## config.mk

```make
export PLATFORM = sky130hd
export DESIGN_NAME = dtw_engine
export DESIGN_NICKNAME = d
export VERILOG_FILES = /design/src/rtl/dtw_pkg.sv /design/src/rtl/dtw_ts_capture.sv /design/src/rtl/dtw_tx_chan.sv /design/src/rtl/dtw_rx_chan.sv /design/src/rtl/dtw_mem_arb.sv /design/src/rtl/dtw_engine.sv
export SDC_FILE = /design/constraint.sdc
export NUM_CORES = 1
export LEC_CHECK = 0
export BUFFER_PORTS_ARGS = -buffer_cell sky130_fd_sc_hd__buf_4
export CAP_MARGIN = 20
export CORE_AREA = 8 8 213 215
export DETAILED_ROUTE_END_ITERATION = 16
export DIE_AREA = 0 0 221 223
export SYNTH_ARGS = -nofsm -noshare
export SYNTH_HDL_FRONTEND = slang
export SYNTH_SLANG_ARGS = --single-unit
```

## constraint.sdc

```tcl
create_clock -name clk -period 10.35 [get_ports clk]
set_input_delay 2.07 -clock clk [delete_from_list [all_inputs] [get_ports clk]]
set_output_delay 2.07 -clock clk [all_outputs]
set_load 0.1 [all_outputs]
```

## src/rtl/dtw_pkg.sv

```systemverilog
package dtw_pkg;
  localparam int DW      = 32;
  localparam int OWN_B   = 31;
  localparam int TSE_B   = 25;
  localparam int ES_B    = 15;
  localparam int LS_B    = 8;
  localparam int LEN_LSB = 16;
  localparam int LEN_W   = 14;
  localparam logic [2:0] WD_CTL = 3'd0;
  localparam logic [2:0] WD_LEN = 3'd1;
  localparam logic [2:0] WD_TSH = 3'd6;
  localparam logic [2:0] WD_TSL = 3'd7;

  typedef enum logic [2:0] {
    TX_SUSP, TX_RD0, TX_RD1, TX_REQ, TX_BUSY, TX_WRH, TX_WRL, TX_WR0
  } tx_st_e;

  typedef enum logic [2:0] {
    RX_STOP, RX_SUSP, RX_RD0, RX_WAIT, RX_WRH, RX_WRL, RX_WR0
  } rx_st_e;

  function automatic logic [DW-1:0] rx_status(input logic [LEN_W-1:0] len,
                                              input logic err);
    logic [DW-1:0] w;
    w = '0;
    w[LEN_LSB +: LEN_W] = len;
    w[ES_B] = err;
    w[LS_B] = 1'b1;
    return w;
  endfunction
endpackage

```

## src/rtl/dtw_ts_capture.sv

```systemverilog
module dtw_ts_capture #(
  parameter int TW = 32
) (
  input  logic          clk,
  input  logic          rst_n,
  input  logic          strobe,
  input  logic          clr,
  input  logic [TW-1:0] sec,
  input  logic [TW-1:0] nsec,
  output logic [TW-1:0] cap_sec,
  output logic [TW-1:0] cap_nsec,
  output logic          cap_vld
);
  always_ff @(posedge clk) begin
    if (!rst_n) begin
      cap_sec  <= '0;
      cap_nsec <= '0;
      cap_vld  <= 1'b0;
    end else if (strobe) begin
      cap_sec  <= sec;
      cap_nsec <= nsec;
      cap_vld  <= 1'b1;
    end else if (clr) begin
      cap_vld  <= 1'b0;
    end
  end
endmodule

```

## src/rtl/dtw_tx_chan.sv

```systemverilog
module dtw_tx_chan
  import dtw_pkg::*;
#(
  parameter int AW   = 16,
  parameter int RING = 4
) (
  input  logic             clk,
  input  logic             rst_n,
  input  logic             cfg_ext,
  input  logic             cfg_ts_en,
  input  logic [AW-1:0]    base,
  input  logic             poll,
  output logic             req_valid,
  input  logic             req_ready,
  output logic [LEN_W-1:0] req_len,
  input  logic             done,
  input  logic [DW-1:0]    cap_sec,
  input  logic [DW-1:0]    cap_nsec,
  input  logic             cap_vld,
  output logic             cap_clr,
  output logic             m_valid,
  input  logic             m_ready,
  output logic             m_we,
  output logic [AW-1:0]    m_addr,
  output logic [DW-1:0]    m_wdata,
  output logic [2:0]       m_word,
  input  logic [DW-1:0]    m_rdata
);
  localparam int IW = (RING > 1) ? $clog2(RING) : 1;

  tx_st_e          st;
  logic [IW-1:0]   idx;
  logic [DW-1:0]   w0_q;
  logic [LEN_W-1:0] len_q;
  logic [AW-1:0]   slot;

  assign slot = cfg_ext ? (AW'(idx) << 3) : (AW'(idx) << 2);

  always_ff @(posedge clk) begin
    if (!rst_n) begin
      st    <= TX_SUSP;
      idx   <= '0;
      w0_q  <= '0;
      len_q <= '0;
    end else begin
      case (st)
        TX_SUSP: if (poll) st <= TX_RD0;
        TX_RD0: if (m_ready) begin
          w0_q <= m_rdata;
          st   <= m_rdata[OWN_B] ? TX_RD1 : TX_SUSP;
        end
        TX_RD1: if (m_ready) begin
          len_q <= m_rdata[LEN_W-1:0];
          st    <= TX_REQ;
        end
        TX_REQ: if (req_ready) st <= TX_BUSY;
        TX_BUSY: if (done)
          st <= (cfg_ext && cfg_ts_en && w0_q[TSE_B]) ? TX_WRH : TX_WR0;
        TX_WRH: if (m_ready) st <= TX_WRL;
        TX_WRL: if (m_ready) st <= TX_WR0;
        TX_WR0: if (m_ready) begin
          idx <= (idx == IW'(RING - 1)) ? '0 : idx + 1'b1;
          st  <= TX_RD0;
        end
        default: st <= TX_SUSP;
      endcase
    end
  end

  always_comb begin
    m_valid = 1'b0;
    m_we    = 1'b0;
    m_word  = WD_CTL;
    m_wdata = '0;
    case (st)
      TX_RD0: m_valid = 1'b1;
      TX_RD1: begin m_valid = 1'b1; m_word = WD_LEN; end
      TX_WRH: begin
        m_valid = 1'b1; m_we = 1'b1; m_word = WD_TSH;
        m_wdata = cap_vld ? cap_sec : '1;
      end
      TX_WRL: begin
        m_valid = 1'b1; m_we = 1'b1; m_word = WD_TSL;
        m_wdata = cap_vld ? cap_nsec : '1;
      end
      TX_WR0: begin
        m_valid = 1'b1; m_we = 1'b1;
        m_wdata = w0_q & ~(32'd1 << OWN_B);
      end
      default: ;
    endcase
  end

  assign m_addr    = base + slot + AW'(m_word);
  assign req_valid = (st == TX_REQ);
  assign req_len   = len_q;
  assign cap_clr   = (st == TX_REQ) && req_ready;
endmodule

```

## src/rtl/dtw_rx_chan.sv

```systemverilog
module dtw_rx_chan
  import dtw_pkg::*;
#(
  parameter int AW   = 16,
  parameter int RING = 4
) (
  input  logic             clk,
  input  logic             rst_n,
  input  logic             cfg_ext,
  input  logic             cfg_ts_en,
  input  logic [AW-1:0]    base,
  input  logic             run,
  input  logic             poll,
  input  logic             cpl_valid,
  output logic             cpl_ready,
  input  logic [LEN_W-1:0] cpl_len,
  input  logic             cpl_err,
  input  logic             cpl_ts_bad,
  input  logic [DW-1:0]    cap_sec,
  input  logic [DW-1:0]    cap_nsec,
  input  logic             cap_vld,
  output logic             cap_clr,
  output logic             m_valid,
  input  logic             m_ready,
  output logic             m_we,
  output logic [AW-1:0]    m_addr,
  output logic [DW-1:0]    m_wdata,
  output logic [2:0]       m_word,
  input  logic             m_own
);
  localparam int IW = (RING > 1) ? $clog2(RING) : 1;

  rx_st_e           st;
  logic [IW-1:0]    idx;
  logic [LEN_W-1:0] len_q;
  logic             err_q;
  logic [DW-1:0]    hi_q, lo_q;
  logic             good;
  logic [AW-1:0]    slot;

  assign slot = cfg_ext ? (AW'(idx) << 3) : (AW'(idx) << 2);
  assign good = cap_vld && !cpl_ts_bad;

  always_ff @(posedge clk) begin
    if (!rst_n) begin
      st    <= RX_STOP;
      idx   <= '0;
      len_q <= '0;
      err_q <= 1'b0;
      hi_q  <= '0;
      lo_q  <= '0;
    end else begin
      case (st)
        RX_STOP: if (run) st <= RX_RD0;
        RX_SUSP: begin
          if (!run) st <= RX_STOP;
          else if (poll) st <= RX_RD0;
        end
        RX_RD0: if (m_ready) st <= m_own ? RX_WAIT : RX_SUSP;
        RX_WAIT: begin
          if (cpl_valid) begin
            len_q <= cpl_len;
            err_q <= cpl_err;
            hi_q  <= good ? cap_sec : '1;
            lo_q  <= good ? cap_nsec : '1;
            st    <= (cfg_ts_en && cfg_ext) ? RX_WRH : RX_WR0;
          end else if (!run) begin
            st <= RX_STOP;
          end
        end
        RX_WRH: if (m_ready) st <= RX_WRL;
        RX_WRL: if (m_ready) st <= RX_WR0;
        RX_WR0: if (m_ready) begin
          idx <= (idx == IW'(RING - 1)) ? '0 : idx + 1'b1;
          st  <= run ? RX_RD0 : RX_STOP;
        end
        default: st <= RX_STOP;
      endcase
    end
  end

  always_comb begin
    m_valid = 1'b0;
    m_we    = 1'b0;
    m_word  = WD_CTL;
    m_wdata = '0;
    case (st)
      RX_RD0: m_valid = 1'b1;
      RX_WRH: begin m_valid = 1'b1; m_we = 1'b1; m_word = WD_TSH; m_wdata = hi_q; end
      RX_WRL: begin m_valid = 1'b1; m_we = 1'b1; m_word = WD_TSL; m_wdata = lo_q; end
      RX_WR0: begin m_valid = 1'b1; m_we = 1'b1; m_wdata = rx_status(len_q, err_q); end
      default: ;
    endcase
  end

  assign m_addr    = base + slot + AW'(m_word);
  assign cpl_ready = (st == RX_WAIT);
  assign cap_clr   = (st == RX_WAIT) && cpl_valid;
endmodule

```

## src/rtl/dtw_mem_arb.sv

```systemverilog
module dtw_mem_arb #(
  parameter int AW = 16,
  parameter int DW = 32
) (
  input  logic          clk,
  input  logic          rst_n,
  input  logic          a_valid,
  output logic          a_ready,
  input  logic          a_we,
  input  logic [AW-1:0] a_addr,
  input  logic [DW-1:0] a_wdata,
  input  logic          b_valid,
  output logic          b_ready,
  input  logic          b_we,
  input  logic [AW-1:0] b_addr,
  input  logic [DW-1:0] b_wdata,
  output logic          mem_req_valid,
  input  logic          mem_req_ready,
  output logic          mem_we,
  output logic [AW-1:0] mem_addr,
  output logic [DW-1:0] mem_wdata
);
  logic last_b, hold, hold_b, pick_b;

  always_comb begin
    if (hold)                    pick_b = hold_b;
    else if (a_valid && b_valid) pick_b = !last_b;
    else                         pick_b = b_valid;
  end

  assign mem_req_valid = pick_b ? b_valid : a_valid;
  assign mem_we        = pick_b ? b_we    : a_we;
  assign mem_addr      = pick_b ? b_addr  : a_addr;
  assign mem_wdata     = pick_b ? b_wdata : a_wdata;
  assign a_ready       = mem_req_ready && !pick_b;
  assign b_ready       = mem_req_ready && pick_b;

  always_ff @(posedge clk) begin
    if (!rst_n) begin
      last_b <= 1'b0;
      hold   <= 1'b0;
      hold_b <= 1'b0;
    end else begin
      hold   <= mem_req_valid && !mem_req_ready;
      hold_b <= pick_b;
      if (mem_req_valid && mem_req_ready) last_b <= pick_b;
    end
  end
endmodule

```

## src/rtl/dtw_engine.sv

```systemverilog
module dtw_engine
  import dtw_pkg::*;
#(
  parameter int AW   = 16,
  parameter int RING = 4
) (
  input  logic             clk,
  input  logic             rst_n,
  input  logic             cfg_ext_desc,
  input  logic             cfg_ts_en,
  input  logic             rx_run,
  input  logic             tx_poll,
  input  logic             rx_poll,
  input  logic [AW-1:0]    tx_ring_base,
  input  logic [AW-1:0]    rx_ring_base,
  input  logic [31:0]      ts_sec,
  input  logic [31:0]      ts_nsec,
  input  logic             tx_sof,
  input  logic             rx_sof,
  output logic             tx_req_valid,
  input  logic             tx_req_ready,
  output logic [13:0]      tx_req_len,
  input  logic             tx_done,
  input  logic             rx_cpl_valid,
  output logic             rx_cpl_ready,
  input  logic [13:0]      rx_cpl_len,
  input  logic             rx_cpl_err,
  input  logic             rx_cpl_ts_bad,
  output logic             mem_req_valid,
  input  logic             mem_req_ready,
  output logic             mem_we,
  output logic [AW-1:0]    mem_addr,
  output logic [31:0]      mem_wdata,
  input  logic [31:0]      mem_rdata
);
  localparam int NCAP = 2;

  logic [NCAP-1:0] cap_stb, cap_clr, cap_vld;
  logic [DW-1:0]   cap_sec [NCAP];
  logic [DW-1:0]   cap_nsec[NCAP];

  logic          tx_m_valid, tx_m_ready, tx_m_we;
  logic [AW-1:0] tx_m_addr;
  logic [DW-1:0] tx_m_wdata;
  logic [2:0]    tx_m_word;
  logic          rx_m_valid, rx_m_ready, rx_m_we;
  logic [AW-1:0] rx_m_addr;
  logic [DW-1:0] rx_m_wdata;
  logic [2:0]    rx_m_word;
  logic          tx_cclr, rx_cclr;

  assign cap_stb = {rx_sof, tx_sof};
  assign cap_clr = {rx_cclr, tx_cclr};

  for (genvar g = 0; g < NCAP; g++) begin : g_cap
    dtw_ts_capture #(.TW(DW)) u_cap (
      .clk(clk), .rst_n(rst_n), .strobe(cap_stb[g]), .clr(cap_clr[g]),
      .sec(ts_sec), .nsec(ts_nsec),
      .cap_sec(cap_sec[g]), .cap_nsec(cap_nsec[g]), .cap_vld(cap_vld[g])
    );
  end

  dtw_tx_chan #(.AW(AW), .RING(RING)) u_tx (
    .clk(clk), .rst_n(rst_n), .cfg_ext(cfg_ext_desc), .cfg_ts_en(cfg_ts_en),
    .base(tx_ring_base), .poll(tx_poll),
    .req_valid(tx_req_valid), .req_ready(tx_req_ready), .req_len(tx_req_len),
    .done(tx_done),
    .cap_sec(cap_sec[0]), .cap_nsec(cap_nsec[0]), .cap_vld(cap_vld[0]),
    .cap_clr(tx_cclr),
    .m_valid(tx_m_valid), .m_ready(tx_m_ready), .m_we(tx_m_we),
    .m_addr(tx_m_addr), .m_wdata(tx_m_wdata), .m_word(tx_m_word),
    .m_rdata(mem_rdata)
  );

  dtw_rx_chan #(.AW(AW), .RING(RING)) u_rx (
    .clk(clk), .rst_n(rst_n), .cfg_ext(cfg_ext_desc), .cfg_ts_en(cfg_ts_en),
    .base(rx_ring_base), .run(rx_run), .poll(rx_poll),
    .cpl_valid(rx_cpl_valid), .cpl_ready(rx_cpl_ready), .cpl_len(rx_cpl_len),
    .cpl_err(rx_cpl_err), .cpl_ts_bad(rx_cpl_ts_bad),
    .cap_sec(cap_sec[1]), .cap_nsec(cap_nsec[1]), .cap_vld(cap_vld[1]),
    .cap_clr(rx_cclr),
    .m_valid(rx_m_valid), .m_ready(rx_m_ready), .m_we(rx_m_we),
    .m_addr(rx_m_addr), .m_wdata(rx_m_wdata), .m_word(rx_m_word),
    .m_own(mem_rdata[OWN_B])
  );

  dtw_mem_arb #(.AW(AW), .DW(DW)) u_arb (
    .clk(clk), .rst_n(rst_n),
    .a_valid(rx_m_valid), .a_ready(rx_m_ready), .a_we(rx_m_we),
    .a_addr(rx_m_addr), .a_wdata(rx_m_wdata),
    .b_valid(tx_m_valid), .b_ready(tx_m_ready), .b_we(tx_m_we),
    .b_addr(tx_m_addr), .b_wdata(tx_m_wdata),
    .mem_req_valid(mem_req_valid), .mem_req_ready(mem_req_ready),
    .mem_we(mem_we), .mem_addr(mem_addr), .mem_wdata(mem_wdata)
  );
endmodule

```

==> impl_results.md <==
- Fraction of synthesis flops using an asynchronous set or reset pin: 0%
- Number of buffers added by the clock tree synthesis step: 29
- Pwr Total: 3.327 mW
- Insertion delay of the later-clocked pin in the worst-skew pair: 570 ps
- Number of flops mapped to enable cells by yosys: 0
- DRC viols: 0
- Area share of the largest cell type after synthesis: 43.13%
- Net total in the final layout: 1,699
- Number of setup violations in the final report: 0
- CTS H-Tree Depth: 1
- DIE AREA: 49,280 um^2
- Die height: 223 um
- Worst-path clk slew: 60 ps
- Total core area: 42,320 um^2
- Max-cap violation count: 0
- Ratio of final minimum period to clock period: 66.78%
- Data arrival time of the worst path: 4840 ps
- Worst Setup End Kind: output pin
- Per-instance average area after synthesis: 9.073 um^2
- Number of vias per cell after detailed routing: 5.260
- Type of element launching the critical path: primary input
- Reg power frac: 35.8%
- Filler Cell Count: 4,316
- Setup repair bufs after CTS: 0
- Number of distinct library cell variants in the gate-level netlist after synthesis: 57
- Wire length of the first global-routing pass: 66,920 um
- Clock net sink count: 267
- Ratio of cells with drive above 1 in the final layout: 24.19%
- Count of instances resized after the clock tree is built: 0
- P_int: 2.028 mW
- Total congestion overflow after global routing: 0
- Post-synthesis to final-layout area growth: 24.33%
- Most used cells in the layout excluding fill and tap cells: 264 x dfxtp_1, 240 x buf_4, 197 x mux2i_1
- Net load switching power: 1.299 mW
- Post-route setup TNS: 0 ps
- Net switching share of the total power: 39.06%
- Leading cell type in the layout, fill and taps excluded: dfxtp_1
- Final routed wire length divided by cell count: 21.33 um
- Type of the worst setup path: in2out
- Highest clock frequency the design can meet: 144.7 MHz
- Hold violation total from the final report: 0
- Total routing resource utilization after global routing: 17.07%
- Yosys top cell by area: dfxtp_1
- Root Buffer: clkbuf_16
- Wirelength, routed: 44,500 um
- YS warnings: 0
- DR pass1 iterations: 5
- Share of the yosys chip area belonging to registers: 43.13%
- Transition time at the pin with the least slew margin: 1086 ps
- Yosys reg bits: 267
- Initial Utilization: 29.29%
- Maximum number of pins on one net before global-route repair: 112
- Routability congestion estimate from global placement: 0.9120
- Maximum fanout encountered on the critical timing path: 8
- IO buf count: 222
- Syn_nets: 1,547
- Final antenna-violating net count: 0
- Ports: 223
- Number of buffers between clock root and the deepest sink: 3
- TritonCTS clock tree: done
- Number of vias in the routed layout: 10.97k
- Violation count after the first detailed-routing iteration: 839
- Unrepaired setup endpoints after global routing: no
- Fin Clk Skew: 21.28 ps
- Critical path data required time: 8280 ps
- Static Leak: 6.198 nW
- Number of standard cells after synthesis: 1,366
- Number of pins with negative max-slew slack in the final report: 0
- Antenna violations before repair: 4
- Fraction of power consumed by the clock network: 31.9%
- Hold/Removal Path Class: reg2reg
- Worst supply voltage drop on vdd: 0.1211 mV
- Placed wire-length estimate: 28,830 um
- Combinational fraction of design power: 32.3%
- Number of placement rows: 76
- Number of global-route vias before repair: 10.94k
- Cell area after synthesis: 12,390 um^2
- Result of the run: finished clean
- Worst slew slack as a fraction of its limit: 27.48%
- Area contributors post-synth: dfxtp_1 43%, mux2i_1 16%, o221a_2 5.8%
- Top FF cell, synth: dfxtp_1
- Die boundary width: 221 um
- Hold buffers post-CTS: 0
- Power Dens Cells: 215.9 nW/um^2
- Post-route minimum period: 6912 ps
-- metrics by stage --
step / cells / hold WS [ps] / utilization, % / instance area, um^2 / setup slack, ps
2_1_floorplan: 1366 / 436.0 / - / 12390 / 2651
3_3_place_gp: 2033 / 446.2 / 34.12 / 14440 / 3524
3_5_place_dp: 2033 / 448.9 / 34.12 / 14440 / 3502
4_1_cts: 2084 / 457.5 / 36.40 / 15400 / 3471
5_1_grt: 2086 / 474.8 / 36.41 / 15410 / 3186
6_report: 2086 / 459.6 / 36.41 / 15410 / 3438
-- power by group through the flow --
stage / registers [mW] / clock network, mW / logic (mW)
4_1_cts: 1.19 / 1.09 / 1.08
3_5_place_dp: 1.21 / 0 / 1.08
6_report: 1.19 / 1.06 / 1.08
5_1_grt: 1.20 / 1.13 / 1.14
3_3_place_gp: 1.21 / 0 / 1.07
2_1_floorplan: 1.17 / 0 / 0.779
-- synth_stat cells (2+ instances only) --
cell type and number:
a211oi_1 5, a21o_1 2, a21oi_1 115, a22oi_1 9
a31oi_1 5, and2_1 6, and3_1 6, and3b_1 2
buf_1 18, buf_2 14, clkbuf_1 85, dfxtp_1 267
fa_1 4, ha_1 20, inv_1 17, mux2_2 2
mux2i_1 197, nand2_1 82, nand2b_1 15, nand3_1 48
nand4_1 5, nor2_1 167, nor2b_1 14, nor3_1 5
o2111ai_1 8, o21a_1 3, o21ai_0 97, o221a_2 64
o221ai_1 2, o22ai_1 28, o22ai_2 4, o41ai_1 2
or2_2 2, or3_1 2, xor2_1 22
-- registers in the layout, summed over array words and instances, names as in the netlist, 3 cells and up --
signal,count
g_cap.u_cap.cap_sec,64
u_rx.st,3
u_rx.lo_q,32
g_cap.u_cap.cap_nsec,64
u_tx.w0_q,31
u_tx.req_len,14
u_rx.len_q,14
u_tx.st,3
u_rx.hi_q,32
-- per-layer routing --
layer  vias up  global-route usage [%]  share of wire (%)
met1      5314                   21.24                 44
met4         4                   5.187                2.9
met5         -                       0              0.049
met2       369                   29.50                 48
li1       5202                       -                  -
met3        84                   3.362                5.8
-- cell families after synthesis --
family / synth area share, %
XOR/XNOR: 1.625
flip-flops: 43.13
adder cells (fa/ha/maj): 2.665
AO/OA/AOI/OAI: 19.35
buffers and inverters: 4.382
AND/OR/NAND/NOR: 12.75
multiplexers: 16.09
-- critical path, cell delays in order --
cell and delay, ps:
buf_4 150, nand2b_1 160, fa_1 550, inv_1 60
ha_1 290, a211oi_1 70, o21ai_0 630, nand4_1 200
xor2_1 180, mux2i_1 150, buf_4 320
-- final timing paths --
path                  from       endpoint  slack, ps  cells past startpoint
min reg2reg  u_rx.len_q[1]  u_rx.len_q[1]        460                      2
max           cfg_ext_desc   mem_addr[12]       3440                     11
max reg2reg     u_tx.st[1]  u_tx.w0_q[13]       7410                      7
min          u_rx.len_q[1]  u_rx.len_q[1]        460                      2
-- cell type report --
type                       count  area [um^2]  share of cell area [%]
tap                          546        683.2                   4.434
clock buffer                  41        810.8                   5.262
multi-input combinational    962         6534                   42.40
antenna                        2        5.005                 0.03248
timing repair buffer         240         1802                   11.69
sequential                   267         5349                   34.71
clock inverter                10        152.6                  0.9907
inverter                      18        72.57                  0.4710
Power figures use the tool's default switching activity.
